<file path="src/rtl/refclk_failover.sv">
module refclk_failover #(
  parameter int SYNC_STAGES = 2,
  parameter int STALL_EDGES = 2
) (
  input  logic clk_smp,
  input  logic ref0_in,
  input  logic ref1_in,
  input  logic fb_in,
  input  logic pref_sel,
  input  logic man_ovr,
  input  logic alarm_rst_n,
  output logic bad0,
  output logic bad1,
  output logic sel_now
);
  localparam int CW = $clog2(STALL_EDGES + 1);
  localparam logic [CW-1:0] LIMIT = CW'(STALL_EDGES);

  logic [SYNC_STAGES-1:0] sync0, sync1, syncf;
  logic [2:0] last;
  logic [CW-1:0] stall [2];
  logic [1:0] bad;

  wire [1:0] ref_s   = {sync1[SYNC_STAGES-1], sync0[SYNC_STAGES-1]};
  wire       fb_s    = syncf[SYNC_STAGES-1];
  wire       fb_rise = fb_s & ~last[2];
  wire [1:0] ref_tog = ref_s ^ last[1:0];
  wire       cur_bad = sel_now ? bad[1] : bad[0];
  wire       alt_bad = sel_now ? bad[0] : bad[1];

  always_ff @(posedge clk_smp) begin
    if (!alarm_rst_n) begin
      sync0 <= '0;
      sync1 <= '0;
      syncf <= '0;
      last  <= '0;
    end else begin
      sync0 <= {sync0[SYNC_STAGES-2:0], ref0_in};
      sync1 <= {sync1[SYNC_STAGES-2:0], ref1_in};
      syncf <= {syncf[SYNC_STAGES-2:0], fb_in};
      last  <= {fb_s, ref_s};
    end
  end

  always_ff @(posedge clk_smp) begin
    for (int i = 0; i < 2; i++) begin
      if (!alarm_rst_n) begin
        stall[i] <= '0;
        bad[i]   <= 1'b0;
      end else begin
        if (ref_tog[i])
          stall[i] <= '0;
        else if (fb_rise && stall[i] != LIMIT)
          stall[i] <= stall[i] + 1'b1;
        if (stall[i] == LIMIT)
          bad[i] <= 1'b1;
      end
    end
  end

  always_ff @(posedge clk_smp) begin
    if (!alarm_rst_n || man_ovr)
      sel_now <= pref_sel;
    else if (cur_bad && !alt_bad)
      sel_now <= ~sel_now;
  end

  assign bad0 = bad[0];
  assign bad1 = bad[1];
endmodule

</file>
<file path="config.mk">
export PLATFORM = sky130hd
export DESIGN_NAME = refclk_failover
export DESIGN_NICKNAME = d
export VERILOG_FILES = /design/src/rtl/refclk_failover.sv
export SDC_FILE = /design/constraint.sdc
export NUM_CORES = 1
export LEC_CHECK = 0
export BUFFER_PORTS_ARGS = -buffer_cell sky130_fd_sc_hd__buf_2
export CAP_MARGIN = 0
export CORE_AREA = 4 4 41 43
export DETAILED_ROUTE_END_ITERATION = 7
export DIE_AREA = 0 0 45 47
export GPL_TIMING_DRIVEN = 0
export MAX_ROUTING_LAYER = met4
export PLACE_DENSITY = 0.77
export REMOVE_ABC_BUFFERS = 1
export SETUP_SLACK_MARGIN = 0.4
export SLEW_MARGIN = 30
export SYNTH_ARGS = -nofsm -noshare
export SYNTH_HDL_FRONTEND = slang
export SYNTH_SLANG_ARGS = --single-unit
</file>
<file path="constraint.sdc">
create_clock -name clk_smp -period 3.17 [get_ports clk_smp]
set_clock_uncertainty 0.05 [all_clocks]
set_input_delay 0.7925 -clock clk_smp [delete_from_list [all_inputs] [get_ports clk_smp]]
set_output_delay 0.7925 -clock clk_smp [all_outputs]
set_load 0.03 [all_outputs]
</file>
# == Word-level counts from Yosys, hierarchy flattened ==
# Memories as Yosys holds them, arrays and structs flattened.
# Index checks and enable logic that the tools add are counted.
# op_classes
n_mux,23
reduce_logical,7
eq_ne,4
add_sub_neg,2
bitwise,8
# op_table
cell,count
2-to-1 mux 1 bit,19
2-to-1 mux 2 bit,4
"adder 2 x 1 -> 2 bit, second input constant",2
"equality test 2 bit, second input constant",2
"!= test 2 bit, second input constant",2
bitwise OR 1 bit,4
logical AND 1 bit,3
logical NOT 1 bit,2
NOT 1 bit,2
nonzero test 2 bit,1
XOR 2 bit,1
AND 1 bit,1
logical OR 1 bit,1
# word_totals
wordCells,52
mem_count,1
regBits,12
mem_bits_rw,4
out_inout_bits,3
# mem_list
memory,words,word_bits,read_ports,rd_ports_with_merged_regs,write_ports,line_no,text
stall,2,2,2,0,2,21,logic [CW-1:0] stall [2];

# == Logic depth before layout (Yosys ltp) ==
# Gate-level depths: netlist (run 1).
# depth
ltp_word,8
ltp_mapped,4
ltp_nobuf,4

# == Worst setup path before layout (run 1) ==
# OpenSTA, ideal clock, no wires.
# synth_path
kind,input-to-reg
start,input man_ovr
end,register sel_now (enable)
path_stages,2
required_time_ps,2866
setup_ps,254
slack_ps,1547
t_arrival_ps,1319
path_cell_list,nand2b_2 -> or3_1
# synth_via
elab_chain_cells,2
# synth_rtl
element,line_no,text
from (decl),10,"input logic man_ovr,"
logical OR 1 bit,62,if (!alarm_rst_n || man_ovr)
nonzero test 2 bit (no line),-,
to (signal assigned),63,sel_now <= pref_sel;
to (signal assigned),65,sel_now <= ~sel_now;
to (decl),14,output logic sel_now
# Every way passes these cells.
# A chain may end at the register's enable or synchronous reset.

# == Worst setup path in the final report (run 1) ==
# layout_path
start,register sel_now
end,output sel_now
# No word-level cell between the ends.

==> results.yml, run 1 <==
status:
  status: "completed"
yosys:
  synth_cell_types: 17
  seq_area_frac_synth_pct: 61.03
  synth_seq_cells: 16
  synth_edf_count: 5
  synthArstFlopShare_pct: 0
  avgSynthCellArea_um2: 12.38
  synth_top_flop_cell: "dfxtp_1"
  ys_warn_count: 0
  netlist_instances: 49
  synth_area_um2: 606.8
worst_setup_path:
  r2r_start: "stall[0][0]"
  crit_path_end_kind: "output port"
  cpPeakStageDelay_ns: 0.43
  cp-startpoint: "sel_now"
  path_class: "register to output port"
  arrival_ns: 0.91
  cp_data_required_time_ns: 2.33
  rrSetupSlack_ns: 1.70
  crit_chain: "buf_2"
  cp_max_fo: 4
  crit_family: "flip-flops"
  cp_slowest_cell: "edfxtp_1"
  critPathBufInv: 1
  startpoint_type: "register"
cts:
  ctsResizeCount: 0
  clk_pin_slew_worst_paths_ns: 0.09
  clkSinkCount: 16
  clock_latency_ns: 0.27
  ctsLongestPathBuffers: 2
  cts_buffers: 3
  root_buffer: "clkbuf_4"
  cts_setup_buffers: 0
  holdBufCountCts: 0
  htree_levels: 1
  cts_tree: "yes"
global_route:
  grt_pass1_wl_um: 1373
  grt_pass1_vias: 342
  antenna_found_initial: 0
  grt_max_degree: 16
  grt-ovfl-total: 0
  track_usage_pct: 9.603
route:
  totalWireLength_um: 740
  vias: 373
  drtPass1Iterations: 1
  wire_per_inst_um: 9.737
  drt_iter0_drc: 0
  viasPerCell: 4.908
  drc: 0
  ant_nets: 0
hold_path:
  worst_hold_startpoint: "sync0[0]"
  hold_class: "register to register"
flow_run:
  max-cap-violations: 0
sta:
  setup_viol: 0
  worst_slew_pin_slew_ns: 0.2416
  slew_headroom_pct: 83.84
  slew_viol_final: 0
  rsz0062_at_grt: "false"
  finalSetupTns_ns: 0
  maxClockFrequency_mhz: 571.0
  period_needed_ns: 1.751
  fin_hold_ws_ns: 0.3892
  fin_crit_sh_pct: 55.25
  hold_viol_final: 0
power:
  power_frac_comb_pct: 9.2
  p_int_w: 0.0003096
  swShare_pct: 21.27
  powerDensity_nw_per_um2: 559.2
  clkPwrFrac_pct: 32.4
  p_seq_share_pct: 58.4
  vdd_drop_max_mv: 0.3249
  leakage_nw: 0.3142
  p_switching_w: 0.00008363
layout:
  drive_gt1_share_pct: 24.59
  final_nets: 71
  n_antenna_cell: 0
  layout_common_cells: "dfxtp_1, buf_2, and2_1, edfxtp_1, nor4_1"
  final_common_cell: "dfxtp_1"
  syn_to_final_growth_pct: 15.88
  fillerInstances: 130
place:
  gp_congestion: 0.6294
  numPortBuffers: 9
floorplan:
  start_util_pct: 46.63
  core_um2: 1301
  rows: 13
  fp.dieH_um: 47
  io_pins: 10
  dieWidth_um: 45
  die_area_um2: 2115
## layout make-up
class / instances / area (um^2) / area share (%)
flip-flops and latches: 16 / 370.4 / 52.67
repair buffers: 9 / 45.04 / 6.406
well taps: 15 / 18.77 / 2.669
multi-input cells: 29 / 221.5 / 31.49
inverters: 3 / 11.26 / 1.601
clock buffers: 4 / 36.28 / 5.160
## stage by stage
step                      utilization (%)  instance area, um^2  power [W]  std cells  setup slack [ns]
after floorplan                         -                603.1  0.0002583         48             1.547
after global placement              51.25                666.9  0.0002700         72             1.389
after detailed placement            51.25                666.9  0.0002712         72             1.397
after CTS                           54.04                703.2  0.0003996         76             1.404
after global routing                54.04                703.2  0.0004159         76             1.367
final                               54.04                703.2  0.0003932         76             1.419
## metal layers
metal	track usage, %	vias up	wire, um
met3	3.448	2	27
met1	10.43	168	336
met5	-	-	0
met2	15.25	7	360
li1	-	196	-
met4	5.263	0	15
## cell usage after synthesis, types with 2 or more instances
cell type,instances,area share [%]
dfxtp_1,11,36
and2_1,8,8.2
edfxtp_1,5,25
nor4_1,4,4.1
inv_1,3,1.9
nor3b_1,3,3.7
ha_1,2,4.1
o21a_1,2,2.5
or3b_1,2,2.9
xor2_1,2,2.9
## cell families (layout without fill, tap and decap cells)
family / Yosys count / in the layout / share of synthesized area, %
XOR/XNOR: 2 / 2 / 2.887
adder cells (fa/ha/maj): 2 / 2 / 4.123
AND/OR/NAND/NOR: 22 / 22 / 25.36
buffers and inverters: 4 / 16 / 2.474
AO/OA/AOI/OAI: 2 / 2 / 2.474
multiplexers: 1 / 1 / 1.650
flip-flops: 16 / 16 / 61.03
## flip-flops by register name, indices dropped and copies added, names as in the netlist
register  cells
last          3
syncf         2
sel_now       1
stall         4
bad           2
sync1         2
sync0         2
## power by group through the flow
stage / Sequential [W] / Combinational, W / Clock [W]
floorplan: 0.000240 / 0.0000183 / 0
global placement: 0.000234 / 0.0000360 / 0
detailed placement: 0.000235 / 0.0000367 / 0
CTS: 0.000230 / 0.0000368 / 0.000133
global route: 0.000231 / 0.0000407 / 0.000144
finish: 0.000230 / 0.0000361 / 0.000128
## worst paths after layout
check,endpoint,cells past startpoint
max reg2reg,stall[0][1],4
min,sync0[1],1
min reg2reg,sync0[1],1
max,sel_now,1
Power figures use the tool's default switching activity.
==> inputs of run 2 (changes only) <==
- ABC_AREA: not set -> 1
- PLACE_DENSITY: 0.77 -> 0.78
- clock period: 3.17 -> 1.8 ns (I/O delays scaled with it)
==> run 2 against run 1 <==
Non-clock buffer count up 1. Sequential cell count unchanged. Global-route usage is 0.56 points higher. Area after synthesis up 2.1%. Worst setup slack worse by 0.98 ns. Count of clock-buffer cells in the layout did not move. Core utilization increased by 1.5 points. Synthesized cell count is 39% higher. Register-to-register slack worse by 1.2 ns. Sequential power rose by 75%. Largest cell class unchanged. Cell count up 26%. Total power grew 80%.
==> results.yml, run 2 <==
yosys:
  synth_area_leaders: "dfxtp_1, edfxtp_1, inv_1, nand2_1, nor2_1"
  synth_cell_types: 16
  synth_top_flop_cell: "dfxtp_1"
  yosysTopAreaCell: "dfxtp_1"
  synth_top_area_share_pct: 35.56
  synth_area_um2: 619.3
  ys_warn_count: 0
  synthArstFlopShare_pct: 0
  synth_most_common_cell: "inv_1"
  synth_edf_count: 5
  synth_seq_cells: 16
  seq_area_frac_synth_pct: 59.80
  netlist_instances: 68
  avgSynthCellArea_um2: 9.108
  synth_commonest_cells: "inv_1, nand2_1, dfxtp_1, nor2_1, edfxtp_1"
worst_setup_path:
  rr_worst_depth: 5
  arrival_ns: 0.86
  cp_max_fo: 2
  crit_path_end_kind: "output port"
  critPathBufInv: 1
  crit_chain: "buf_2"
  cpPeakStageDelay_ns: 0.39
  path_class: "register to output port"
  startpoint_type: "register"
  cp_data_required_time_ns: 1.30
  cp_slowest_cell: "edfxtp_1"
  crit_cells: 1
  crit_family: "flip-flops"
sta:
  period_needed_ns: 1.365
  finalSetupTns_ns: 0
  worst_slew_pin_slew_ns: 0.1991
  slew_headroom_pct: 86.73
  hold_viol_final: 0
  slew_viol_final: 0
  maxClockFrequency_mhz: 732.8
  fin_crit_sh_pct: 75.81
  fin_hold_ws_ns: 0.2916
  rsz0062_at_grt: "false"
  setup_viol: 0
place:
  numPortBuffers: 9
  gp_congestion: 0.7043
  dp.final_hpwl_um: 636.4
floorplan:
  rows: 13
  dieWidth_um: 45
  core_um2: 1301
  start_util_pct: 47.60
  die_area_um2: 2115
  fp.dieH_um: 47
  io_pins: 10
route:
  drt_iter0_drc: 0
  wire_per_inst_um: 8.615
  ant_nets: 0
  drtPass1Iterations: 1
  vias: 437
  viasPerCell: 4.552
  totalWireLength_um: 827
  drc: 0
status:
  status: "completed"
global_route:
  grt_max_degree: 13
  track_usage_pct: 10.17
  grt-ovfl-total: 0
  grt_pass1_wl_um: 1462
  grt_pass1_vias: 394
  antenna_found_initial: 0
cts:
  htree_levels: 1
  clock_latency_ns: 0.28
  holdBufCountCts: 0
  cts_tree: "yes"
  ctsLongestPathBuffers: 2
  cts_buffers: 3
  clkSinkCount: 16
  root_buffer: "clkbuf_4"
  clk_pin_slew_worst_paths_ns: 0.09
flow_run:
  max-cap-violations: 0
layout:
  layout_common_cells: "inv_1, nand2_1, dfxtp_1, nor2_1, buf_2"
  final_common_cell: "inv_1"
  top_register: "stall"
  final_nets: 91
  syn_to_final_growth_pct: 16.77
  largest_register_ffs: 4
  n_antenna_cell: 0
  reg.largest.list: "stall x4, last x3"
  drive_gt1_share_pct: 22.22
power:
  vdd_drop_max_mv: 0.4629
  powerDensity_nw_per_um2: 977.1
  leakage_nw: 0.3765
hold_path:
  hold_class: "primary input to register"
  whs_path_depth: 3
[run 2: cell types whose count changed after synthesis, sizes merged, moves of 3 or more]
| cell | delta |
|---|---|
| nor4 | -4 |
| nor3b | -3 |
| and2 | -9 |
| nand2 | +14 |
| nor2 | +10 |
| nor3 | +4 |
| inv | +12 |
[run 2: cell type report]
cell class              instances  area [um^2]
repair buffers                 10        55.05
fillers                       129        578.1
multi-input cells              36        185.2
flip-flops and latches         16        371.6
well taps                      15        18.77
clock buffers                   4        36.28
inverters                      15        56.30
[run 2: final timing paths]
check | start | end | slack, ns
max | sel_now | sel_now | 0.44
min | ref0_in | sync0[0] | 0.29
max reg2reg | stall[1][0] | stall[1][1] | 0.51
min reg2reg | sync0[0] | sync0[1] | 0.37
[run 2: power by group]
part	internal [W]	switching (W)
sequential	0.000393	0.00000973
clock	0.000123	0.000110
combinational	0.0000279	0.0000421
[run 2: timing repair]
item | 4_1_cts | 5_1_grt
setup buffers | 1 | 0
setup endpoints to repair | 1 | 1
resized for setup | 0 | 2
[run 2: layer usage]
layer | up-vias | routed length (um) | GRT usage (%)
li1 | 232 | - | -
met1 | 190 | 362 | 10.61
met2 | 13 | 380 | 16.95
met3 | 2 | 66 | 2.299
met4 | 0 | 19 | 7.018
met5 | - | 0 | -
[run 2: kinds of logic (layout without fill, tap and decap cells)]
group | count (synthesis) | after routing | share of synthesized area, %
AOI/OAI and AO/OA | 1 | 1 | 0.8073
DFF | 16 | 16 | 59.80
and+or+nand+nor | 32 | 32 | 23.64
buffers and inverters | 16 | 29 | 10.30
adders and majority gates | 2 | 2 | 4.040
xor gates and xnor gates | 1 | 1 | 1.414
[run 2: per-stage QoR]
step | cells | instance area (um^2) | power, W | utilization, % | setup slack (ns)
4_1_cts | 96 | 719.4 | 0.0007124 | 55.29 | 0.4097
6_report | 96 | 723.2 | 0.0007066 | 55.58 | 0.4354
5_1_grt | 96 | 723.2 | 0.0007399 | 55.58 | 0.4022
3_3_place_gp | 91 | 675.6 | 0.0004751 | 51.92 | 0.3955
3_5_place_dp | 91 | 675.6 | 0.0004788 | 51.92 | 0.3864
2_1_floorplan | 67 | 611.8 | 0.0004553 | - | 0.5807
==> inputs of run 3 (changes only) <==
- CORE_AREA: 4 4 41 43 -> not set
- CORE_MARGIN: not set -> 4
- CORE_UTILIZATION: not set -> 46
- DIE_AREA: 0 0 45 47 -> not set
- PLACE_DENSITY: 0.78 -> 0.8
- clock period: 1.8 -> 1.2 ns (I/O delays scaled with it)
==> run 3 against run 2 <==
The flow now finishes with violations (setup timing). First-iteration DRC count increased by 7. Sequential power rose by 52%. Cell count up 3.1%.
==> results.yml, run 3 (synthesis results as in run 2) <==
cts:
  cts_buffers: 3
  clock_latency_ns: 0.28
  ctsLongestPathBuffers: 2
  htree_levels: 1
  clk_pin_slew_worst_paths_ns: 0.10
  clkSinkCount: 16
  root_buffer: "clkbuf_4"
  cts_tree: "yes"
  holdBufCountCts: 0
layout:
  largest_register_ffs: 4
  final_common_cell: "nand2_1"
  top_register: "stall"
  n_antenna_cell: 0
  syn_to_final_growth_pct: 30.71
  fillerInstances: 97
  layout_common_cells: "nand2_1, inv_1, dfxtp_1, nor2_1, buf_2"
  final_core_util_pct: 68.25
  drive_gt1_share_pct: 34.12
  final_nets: 95
  reg.largest.list: "stall x4, last x3"
sta:
  worst_slew_pin_slew_ns: 0.1984
  setup_ws_ns: -0.03920
  period_needed_ns: 1.239
  rsz0062_at_grt: "true"
  hold_viol_final: 0
  maxClockFrequency_mhz: 807.0
  fin_crit_sh_pct: 103.3
  slew_viol_final: 0
  slew_headroom_pct: 86.77
  finalSetupTns_ns: -0.09260
  setup_viol: 3
worst_setup_path:
  cp_max_fo: 2
  crit_family: "flip-flops"
  crit_chain: "buf_6"
  cp_data_required_time_ns: 0.85
  cp_slowest_cell: "edfxtp_1"
  path_class: "register to output port"
  arrival_ns: 0.89
  critPathBufInv: 1
  startpoint_type: "register"
  cpPeakStageDelay_ns: 0.44
  crit_path_end_kind: "output port"
status:
  status: "complete, but fails checks"
  violations: "setup timing"
power:
  vdd_drop_max_mv: 0.9233
  leakage_nw: 0.3972
  total_power_w: 0.001050
  powerDensity_nw_per_um2: 1297
floorplan:
  fp.dieH_um: 44.70
  die_area_um2: 1998
  io_pins: 10
  rows: 12
  dieWidth_um: 44.70
  start_util_pct: 52.22
  core_um2: 1186
route:
  wire_per_inst_um: 9.838
  drt_iter0_drc: 7
  totalWireLength_um: 974
  ant_nets: 0
  drc: 0
  viasPerCell: 4.545
  drtPass1Iterations: 4
  vias: 450
place:
  dp.final_hpwl_um: 620.8
  gp_congestion: 0.6737
  numPortBuffers: 9
  pre_cts_ws_ns: -0.1032
global_route:
  grt_pass1_vias: 446
  grt_max_degree: 13
  grt-ovfl-total: 0
  antenna_found_initial: 0
  grt_pass1_wl_um: 1690
  track_usage_pct: 11.84
flow_run:
  max-cap-violations: 0
hold_path:
  hold_class: "primary input to register"
==> run 3: final timing paths <==
| kind | startpoint | end | slack [ns] | depth (start not counted) |
|---|---|---|---|---|
| min reg2reg | sync0[0] | sync0[1] | 0.37 | 2 |
| min | ref1_in | sync1[0] | 0.15 | 3 |
| max | sel_now | sel_now | -0.04 | 1 |
| max reg2reg | stall[0][1] | stall[0][0] | -0.03 | 4 |
==> run 3: repair_timing <==
item / CTS / global route
gates resized for setup: 10 / 10
pin swaps: 5 / 3
setup endpoints to repair: 15 / 15
buffers inserted: 4 / 1
==> run 3: layout make-up <==
type                       instances  area, um^2  share of cell area (%)
tap                               14       17.52                   2.164
clock inverter                     1       3.754                  0.4637
clock buffer                       3       22.52                   2.782
timing repair buffer              14       108.9                   13.45
multi-input combinational         36       227.7                   28.13
inverter                          15       56.30                   6.955
sequential                        16       372.9                   46.06
==> run 3: power by group <==
| part | internal [W] | switching, W | total [W] |
|---|---|---|---|
| clock | 0.000121 | 0.000164 | 0.000285 |
| sequential | 0.000591 | 0.0000209 | 0.000612 |
| combinational | 0.0000758 | 0.0000768 | 0.000153 |
| total | 0.000788 | 0.000262 | 0.00105 |
==> run 3: stage by stage <==
stage / instances / hold WS (ns) / area, um^2
finish: 99 / 0.1453 / 809.5
global route: 99 / 0.1604 / 809.5
CTS: 98 / 0.1417 / 757.0
detailed placement: 90 / 0.3518 / 674.4
global placement: 90 / 0.3417 / 674.4
floorplan: 67 / 0.3400 / 611.8
==> run 3: metal layers <==
layer	up-vias	global-route usage (%)	share of wire [%]	wire [um]
met3	2	2.390	6.5	63
met2	10	20.06	51	500
met5	-	-	0	0
li1	241	-	-	-
met4	0	7.229	0.82	8
met1	197	12.50	41	401
